<file path="src/rtl/diag_pkg.sv">
package diag_pkg;

  localparam logic [1:0] FLD_CLEAN = 2'b11;
  localparam logic [1:0] FLD_GND   = 2'b01;
  localparam logic [1:0] FLD_SUP   = 2'b10;
  localparam logic [1:0] FLD_OPEN  = 2'b00;
  localparam logic [1:0] FLD_BLANK = 2'b00;

  localparam int CTRL_BITS = 4;
  localparam int SHARED_FLAGS = 5;

  localparam int IDX_LIM    = 0;
  localparam int IDX_RED    = 1;
  localparam int IDX_OT     = 2;
  localparam int IDX_LSHORT = 3;
  localparam int IDX_OPEN   = 4;

  function automatic logic [1:0] load_short_code(input int idx);
    return (idx % 2 == 0) ? FLD_GND : FLD_SUP;
  endfunction

endpackage

</file>
<file path="src/rtl/diag_rst_sync.sv">
module diag_rst_sync #(
  parameter int STAGES = 2
) (
  input  logic clk,
  input  logic rst_n,
  output logic rst_sync_n
);

  logic [STAGES-1:0] chain_q;
  logic [STAGES-1:0] chain_d;

  always_comb begin
    chain_d = {chain_q[STAGES-2:0], 1'b1};
  end

  always_ff @(posedge clk or negedge rst_n) begin
    if (!rst_n) begin
      chain_q <= '0;
    end else begin
      chain_q <= chain_d;
    end
  end

  assign rst_sync_n = chain_q[STAGES-1];

endmodule

</file>
<file path="src/rtl/diag_clr_gen.sv">
module diag_clr_gen (
  input  logic clk,
  input  logic rst_n,
  input  logic en_in,
  input  logic dis_in,
  input  logic clr_req,
  input  logic mode_enter,
  output logic clr
);

  logic en_q;
  logic dis_q;
  logic en_rise;
  logic dis_fall;

  always_comb begin
    en_rise  = en_in & ~en_q;
    dis_fall = ~dis_in & dis_q;
    clr      = clr_req | mode_enter | (en_rise & ~dis_in) | (dis_fall & en_in);
  end

  always_ff @(posedge clk or negedge rst_n) begin
    if (!rst_n) begin
      en_q  <= 1'b0;
      dis_q <= 1'b1;
    end else begin
      en_q  <= en_in;
      dis_q <= dis_in;
    end
  end

  // an enable rise with disable low must raise the clear
  p_en_rise_clear_r8: assert property (@(posedge clk) disable iff (!rst_n)
    ($rose(en_in) && !dis_in) |-> clr);

  // a disable fall with enable high must raise the clear
  p_dis_fall_clear_r8: assert property (@(posedge clk) disable iff (!rst_n)
    ($fell(dis_in) && en_in) |-> clr);

endmodule

</file>
<file path="src/rtl/diag_flag_store.sv">
module diag_flag_store
  import diag_pkg::*;
#(
  parameter int N_OUT = 2
) (
  input  logic             clk,
  input  logic             rst_n,
  input  logic             clr,
  input  logic             ev_lim,
  input  logic             ev_red,
  input  logic             ev_ot,
  input  logic             ev_lshort,
  input  logic             ev_open,
  input  logic [N_OUT-1:0] ev_gnd,
  input  logic [N_OUT-1:0] ev_sup,
  output logic             lim_q,
  output logic             red_q,
  output logic             ot_q,
  output logic             lshort_q,
  output logic             open_q,
  output logic [N_OUT-1:0] gnd_q,
  output logic [N_OUT-1:0] sup_q,
  output logic             any_q
);

  localparam int SW = SHARED_FLAGS + 2 * N_OUT;

  logic [SW-1:0] ev_vec;
  logic [SW-1:0] st_q;
  logic [SW-1:0] st_d;
  logic          st_en;

  always_comb begin
    ev_vec             = '0;
    ev_vec[IDX_LIM]    = ev_lim;
    ev_vec[IDX_RED]    = ev_red;
    ev_vec[IDX_OT]     = ev_ot;
    ev_vec[IDX_LSHORT] = ev_lshort;
    ev_vec[IDX_OPEN]   = ev_open;
    ev_vec[SHARED_FLAGS +: N_OUT]         = ev_gnd;
    ev_vec[SHARED_FLAGS + N_OUT +: N_OUT] = ev_sup;
  end

  // a clear drops old content, but events of the same cycle survive
  always_comb begin
    st_en = clr | (|ev_vec);
    if (clr) begin
      st_d = ev_vec;
    end else begin
      st_d = st_q | ev_vec;
    end
  end

  always_ff @(posedge clk or negedge rst_n) begin
    if (!rst_n) begin
      st_q <= '0;
    end else if (st_en) begin
      st_q <= st_d;
    end
  end

  assign lim_q    = st_q[IDX_LIM];
  assign red_q    = st_q[IDX_RED];
  assign ot_q     = st_q[IDX_OT];
  assign lshort_q = st_q[IDX_LSHORT];
  assign open_q   = st_q[IDX_OPEN];
  assign gnd_q    = st_q[SHARED_FLAGS +: N_OUT];
  assign sup_q    = st_q[SHARED_FLAGS + N_OUT +: N_OUT];
  assign any_q    = |st_q;

  // a latched over-temperature stays until a clear
  p_ot_hold_r3: assert property (@(posedge clk) disable iff (!rst_n)
    (ot_q && !clr) |=> ot_q);

  // a clear with no concurrent event empties the store
  p_clear_empties_r8: assert property (@(posedge clk) disable iff (!rst_n)
    (clr && (ev_vec == '0)) |=> (any_q == 1'b0));

  // an event in a clear cycle is still held afterwards
  p_event_beats_clear_r9: assert property (@(posedge clk) disable iff (!rst_n)
    (clr && ev_lim) |=> lim_q);

endmodule

</file>
<file path="src/rtl/diag_field_enc.sv">
module diag_field_enc
  import diag_pkg::*;
#(
  parameter int N_OUT = 2
) (
  input  logic               uv,
  input  logic               lshort,
  input  logic               open,
  input  logic [N_OUT-1:0]   gnd,
  input  logic [N_OUT-1:0]   sup,
  output logic [2*N_OUT-1:0] fields
);

  for (genvar g = 0; g < N_OUT; g++) begin : g_fld
    logic [1:0] code;
    always_comb begin
      if (uv) begin
        code = FLD_BLANK;
      end else if (lshort) begin
        code = load_short_code(g);
      end else if (gnd[g]) begin
        code = FLD_GND;
      end else if (sup[g]) begin
        code = FLD_SUP;
      end else if (open) begin
        code = FLD_OPEN;
      end else begin
        code = FLD_CLEAN;
      end
    end
    assign fields[2*g +: 2] = code;
  end

endmodule

</file>
<file path="src/rtl/diag_fault_reg.sv">
module diag_fault_reg
  import diag_pkg::*;
#(
  parameter int N_OUT = 2,
  localparam int FW = 2 * N_OUT,
  localparam int DW = CTRL_BITS + FW
) (
  input  logic             clk,
  input  logic             rst_n,
  input  logic             en_in,
  input  logic             dis_in,
  input  logic             uv_in,
  input  logic             mode_enter,
  input  logic             clr_req,
  input  logic             ev_cur_lim,
  input  logic             ev_cur_red,
  input  logic             ev_over_temp,
  input  logic [N_OUT-1:0] ev_short_gnd,
  input  logic [N_OUT-1:0] ev_short_sup,
  input  logic             ev_load_short,
  input  logic             ev_open_load,
  output logic [DW-1:0]    diag_byte,
  output logic             fault_stored
);

  logic             rst_int_n;
  logic             clr;
  logic             lim_q;
  logic             red_q;
  logic             ot_q;
  logic             lshort_q;
  logic             open_q;
  logic [N_OUT-1:0] gnd_q;
  logic [N_OUT-1:0] sup_q;
  logic             any_q;
  logic             bridge_on_q;
  logic             bridge_on_d;
  logic             uv_q;
  logic [FW-1:0]    fields;

  diag_rst_sync #(.STAGES(2)) u_rst (
    .clk        (clk),
    .rst_n      (rst_n),
    .rst_sync_n (rst_int_n)
  );

  diag_clr_gen u_clr (
    .clk        (clk),
    .rst_n      (rst_int_n),
    .en_in      (en_in),
    .dis_in     (dis_in),
    .clr_req    (clr_req),
    .mode_enter (mode_enter),
    .clr        (clr)
  );

  diag_flag_store #(.N_OUT(N_OUT)) u_store (
    .clk       (clk),
    .rst_n     (rst_int_n),
    .clr       (clr),
    .ev_lim    (ev_cur_lim),
    .ev_red    (ev_cur_red),
    .ev_ot     (ev_over_temp),
    .ev_lshort (ev_load_short),
    .ev_open   (ev_open_load),
    .ev_gnd    (ev_short_gnd),
    .ev_sup    (ev_short_sup),
    .lim_q     (lim_q),
    .red_q     (red_q),
    .ot_q      (ot_q),
    .lshort_q  (lshort_q),
    .open_q    (open_q),
    .gnd_q     (gnd_q),
    .sup_q     (sup_q),
    .any_q     (any_q)
  );

  diag_field_enc #(.N_OUT(N_OUT)) u_enc (
    .uv     (uv_q),
    .lshort (lshort_q),
    .open   (open_q),
    .gnd    (gnd_q),
    .sup    (sup_q),
    .fields (fields)
  );

  // live inputs are sampled once so every output bit shares one latency
  always_comb begin
    bridge_on_d = en_in & ~dis_in;
  end

  always_ff @(posedge clk or negedge rst_int_n) begin
    if (!rst_int_n) begin
      bridge_on_q <= 1'b1;
      uv_q        <= 1'b0;
    end else begin
      bridge_on_q <= bridge_on_d;
      uv_q        <= uv_in;
    end
  end

  always_comb begin
    diag_byte = {bridge_on_q, ~ot_q, ~red_q, ~lim_q, fields};
  end

  assign fault_stored = any_q;

  // top bit follows the enable pair one edge later
  p_bridge_bit_r2: assert property (@(posedge clk) disable iff (!rst_int_n)
    (en_in && !dis_in) |=> diag_byte[DW-1]);

  p_bridge_off_r2: assert property (@(posedge clk) disable iff (!rst_int_n)
    !(en_in && !dis_in) |=> !diag_byte[DW-1]);

  // fields blanked during under-voltage
  p_uv_blank_r7: assert property (@(posedge clk) disable iff (!rst_int_n)
    uv_in |=> (diag_byte[FW-1:0] == '0));

  // a load short outside under-voltage shows the ground code on field 0
  p_load_short_code_r5: assert property (@(posedge clk) disable iff (!rst_int_n)
    (ev_load_short && !uv_in) |=> (diag_byte[1:0] == FLD_GND));

  // a low over-temperature bit implies the summary is set
  p_summary_r10: assert property (@(posedge clk) disable iff (!rst_int_n)
    !diag_byte[FW+2] |-> fault_stored);

endmodule

</file>
<file path="config.mk">
export PLATFORM = sky130hd
export DESIGN_NAME = diag_fault_reg
export DESIGN_NICKNAME = d
export VERILOG_FILES = /design/src/rtl/diag_pkg.sv /design/src/rtl/diag_rst_sync.sv /design/src/rtl/diag_clr_gen.sv /design/src/rtl/diag_flag_store.sv /design/src/rtl/diag_field_enc.sv /design/src/rtl/diag_fault_reg.sv
export SDC_FILE = /design/constraint.sdc
export NUM_CORES = 1
export LEC_CHECK = 0
export ABC_CLOCK_PERIOD_IN_PS = 1200
export BUFFER_PORTS_ARGS = -buffer_cell sky130_fd_sc_hd__buf_4
export CAP_MARGIN = 20
export CORE_ASPECT_RATIO = 1.1
export CORE_UTILIZATION = 40
export DETAILED_ROUTE_END_ITERATION = 8
export PLACE_DENSITY = 0.69
export SLEW_MARGIN = 20
export SYNTH_ARGS = -nofsm -noshare
export SYNTH_HDL_FRONTEND = slang
export SYNTH_SLANG_ARGS = --single-unit
export TNS_END_PERCENT = 100
</file>
<file path="constraint.sdc">
create_clock -name clk -period 1.2 [get_ports clk]
set_input_delay 0.18 -clock clk [delete_from_list [all_inputs] [get_ports clk]]
set_output_delay 0.18 -clock clk [all_outputs]
set_load 0.01 [all_outputs]
</file>
After elaboration in Yosys (flattened, before gate mapping):

Index checks and enable logic that the tools add are counted.

* logic and storage cells: 33
* output and inout port bits: 9
* register bits: 15

* mux-type cells: 10
* reduce and logical (&&, ||, !) cells: 2
* bitwise operators: 15

Operator list (number)
* 2-to-1 mux 2 bit: 9
* OR reduction 9 bit: 2
* 2-to-1 mux 9 bit: 1
* OR 9 bit: 1
* AND 1 bit: 5
* inverter 1 bit: 5
* OR 1 bit: 4

Longest topological paths before layout:

* depth in word-level cells: 6
* depth in mapped cells: 3

Cells and area by module:

A second synthesis with hierarchy kept.

* cell total of the unflattened synthesis: 49
* area total of the unflattened synthesis: 594.3 um^2

By module, submodules not included
* diag_flag_store: area an instance 317.8 um^2, instances 1, cells an instance 23
* diag_fault_reg: area an instance 83.8 um^2, instances 1, cells an instance 7
* diag_clr_gen: area an instance 71.3 um^2, instances 1, cells an instance 5
* diag_field_enc: area an instance 67.6 um^2, instances 1, cells an instance 11
* diag_rst_sync: area an instance 53.8 um^2, instances 1, cells an instance 3

Least setup slack after synthesis:

Ideal clock, no wire load.

* kind: register to output
* from: reg u_store.st_q[4]
* to: out diag_byte[0]
* data arrival time: 0.912 ns
* setup slack: 0.108 ns
* cell stages (with the launch flop): 3
* required time: 1.020 ns
* cell sequence: dfrtp_1 > or2_2 > a21oi_1

* cells in the longest elaborated chain, start to end: 5

RTL lines
* from (decl): line diag_flag_store.sv:29 `logic [SW-1:0] st_q;`
* from (signal assigned): line diag_flag_store.sv:58 `st_q <= st_d;`
* 2-to-1 mux 2 bit: line diag_field_enc.sv:25 `end else if (open) begin`
* 2-to-1 mux 2 bit: line diag_field_enc.sv:23 `end else if (sup[g]) begin`
* 2-to-1 mux 2 bit: line diag_field_enc.sv:21 `end else if (gnd[g]) begin`
* 2-to-1 mux 2 bit: line diag_field_enc.sv:19 `end else if (lshort) begin`
* 2-to-1 mux 2 bit: line diag_field_enc.sv:17 `if (uv) begin`
* to (decl): line diag_fault_reg.sv:22 `output logic [DW-1:0] diag_byte,`

Every way passes these cells.

Worst setup path in the final report:

Same ends and word-level chain as after synthesis.

==> run_results.csv <==
group,metric,value,unit
layout,diodes,0,
timing,period_minus_slack,1.37,ns
drt,routed_wl,1090,microns
synth,yosys.area_share.simple,13.4,%
placed_design,place_congestion,0.754,
layout,final_net_count,100,
power,finalPower,1.01,mW
clock_network,cts.sinks,15,
layout,multi_input_area,201,sq um
drt,viasPerCell,4.76,
global_routing,grt_usage,16.0,%
synth,synth-compound-area-share,17.4,%
synth,synthAdderAreaFrac,0,%
drt,vias,471,
critical_path,cp-start-kind,"register",
global_routing,grt_pass1_wl,1770,microns
layout,layout-drive-gt1-share,53.0,%
synth,muxShareOfSynthArea,0,%
job,cap_violations,0,
floorplan,dieHeight,42.3,microns
global_routing,grt_max_degree,14,
power,p_leak,0.473,nW
critical_path,cp_top_family,"flip-flops",
outcome,violations,"negative setup slack",
clock_network,clock_latency,0.28,ns
synth,syn_nets,64,
timing,setup_violations,5,
outcome,outcome,"complete, but fails checks",
timing,fin_ws,-0.171,ns
synth,yosysUniqueCellTypes,16,
timing,min_period_over_period,114,%
clock_network,clkTransAtPathRegs,0.08,ns
drt,drt_first_iter_violations,3,
drt,drcViolationCount,0,
critical_path,critical_path_required,1.02,ns
clock_network,cts_max_path_buffers,2,
layout,seq_area,379,sq um
power,powerDensity,1130,nW/um^2
critical_path,path_class,"reg2out",
drt,wl_per_cell,11.0,microns
clock_network,clockRootBuffer,"clkbuf_4",
floorplan,die_area,1630,sq um
synth,syn-instance-count,48,
placed_design,post-dp-hpwl,772,microns
hold_path,hold_class,"in2reg",
critical_path,cp-end-kind,"output port",
floorplan,initial_utilization,43.1,%
critical_path,slowest_stage,"dfrtp_2",
global_routing,grt_pass1_vias,474,
clock_network,cts_tree,"yes",
synth,synth-seq-area-share,64.1,%
timing,timing.fmax,0.730,GHz
synth,ys_seq_elements,15,
timing,setup_tns,-0.681,ns
critical_path,cp.arrival,1.19,ns
critical_path,max_stage_delay,0.44,ns
floorplan,die-width,38.6,microns
critical_path,worstPathCellList,"or2_4 > a21oi_2 > buf_4",
placed_design,port_buffers,24,
floorplan,core-area,1370,sq um
timing,final_max_slew_viol_count,0,
clock_network,cts_made_buffers,3,
timing,finalHoldViolations,0,
global_routing,grt_overflow,0,
drt,dr.pass1.iters,4,
critical_path,worstPathMaxFanout,4,
synth,synth_top_family_by_area,"compound AO/OA/AOI/OAI gates",
drt,final_antenna_net_count,0,
global_routing,antenna_found_initial,0,
critical_path,critical_path_buf_inv_count,1,
timing,rsz0062_at_grt,"true",
placed_design,dpl_worst_slack,0.0613,ns
layout,fillers,114,
floorplan,pin_count,25,
timing,worst_clock_skew,0.000257,ns
synth,synth.cell_area,589,sq um
layout,area_growth,51.8,%
floorplan,rows,14,
power,ir_drop,0.898,mV
synth,synth_area_per_cell,12.3,sq um
clock_network,htreeDepth,1,
synth,synthXorXnorAreaFrac,0,%
synth,yosys_warnings,0,
-- worst paths after layout --
check,from,endpoint,slack (ns),cells past startpoint
worst min-delay path,en_in,u_clr.en_q,0.01,1
max in group asynchronous,u_rst.chain_q[1],u_store.st_q[4],0.64,0
min in group asynchronous,u_rst.chain_q[1],u_store.st_q[7],0.21,0
worst max-delay path,u_store.st_q[4],diag_byte[0],-0.17,3
worst max register to register,u_clr.dis_q,u_store.st_q[4],0.06,4
worst min register to register,u_rst.chain_q[1],u_store.st_q[7],0.21,0
-- cell families (layout without fill, tap and decap cells) --
kind of cell | Yosys count | count (layout)
flops | 15 | 15
compound gates | 13 | 13
other cells | 1 | 1
buf+inv | 6 | 41
simple gates | 13 | 13
-- placed cells by master (no fill, tap or decap), types with 2 or more instances in the layout --
master,n
clkbuf_4,3
buf_4,29
a21o_1,9
dfrtp_1,12
inv_1,5
dfstp_2,2
nor2_2,2
nor2_1,4
dlygate4sd3_1,2
-- worst reg2reg max path: stages, from the launching register on --
cell,delay (ns)
dfstp_2,0.52
nand2b_4,0.12
a211oi_4,0.05
buf_4,0.17
a21o_1,0.18
-- stage by stage --
stage / util [%] / instance area, sq um / cells / hold WS [ns]
after floorplan: - / 589 / 48 / -0.116
after global placement: 58.3 / 797 / 89 / -0.0371
after detailed placement: 58.3 / 797 / 89 / -0.0364
after CTS: 65.4 / 893 / 99 / 0.000195
after global routing: 65.5 / 895 / 99 / 0.000154
final: 65.5 / 895 / 99 / 0.0130
-- power breakdown --
| group | leakage (nW) | total, mW | internal (mW) | switching (mW) |
|---|---|---|---|---|
| registers | 0.169 | 0.570 | 0.539 | 0.0316 |
| logic | 0.289 | 0.162 | 0.104 | 0.0584 |
| clock network | 0.0150 | 0.278 | 0.129 | 0.149 |
| total | 0.473 | 1.01 | 0.772 | 0.239 |
-- per-layer routing --
metal,vias to the layer above,routed length (microns),GRT usage [%]
met1,224,432,17.9
met5,-,0,0
li1,229,-,-
met3,3,53,4.79
met2,15,581,26.3
met4,0,25,8.28
-- sequential cells by signal (all words and copies together), names as in the netlist --
register and count:
u_clr.dis_q 1, u_clr.en_q 1, u_store.st_q 9, uv_q 1
bridge_on_q 1, u_rst.chain_q 2
-- repair_timing --
item / 4_1_cts / 5_1_grt
gates resized for setup: 7 / 1
hold buffers: 2 / 0
hold endpoints to repair: 3 / 0
buffers inserted: 4 / 0
pin swaps: 9 / 2
endpoints found under the setup margin: 5 / 5
-- synth_stat cells (all sizes together) --
master	n	share of area [%]
buf	1	1.3
nand4	1	1.1
nor2	6	3.8
a211oi	1	3.4
inv	5	3.2
nand2b	2	3.4
dfstp	2	8.9
conb	1	0.64
a21o	9	11
or2	1	1.1
o21ai	1	0.85
a21oi	2	1.7
dfrtp	13	55
nor3	2	1.7
nor2b	1	2.3
-- layout make-up --
cell class | count | area share [%]
clock buffer | 4 | 2.94
inverter | 5 | 2.10
multi-input combinational | 27 | 22.5
sequential | 15 | 42.4
tap | 16 | 2.24
timing repair buffer | 32 | 27.8
No activity file was read; power rests on OpenSTA's default activity.
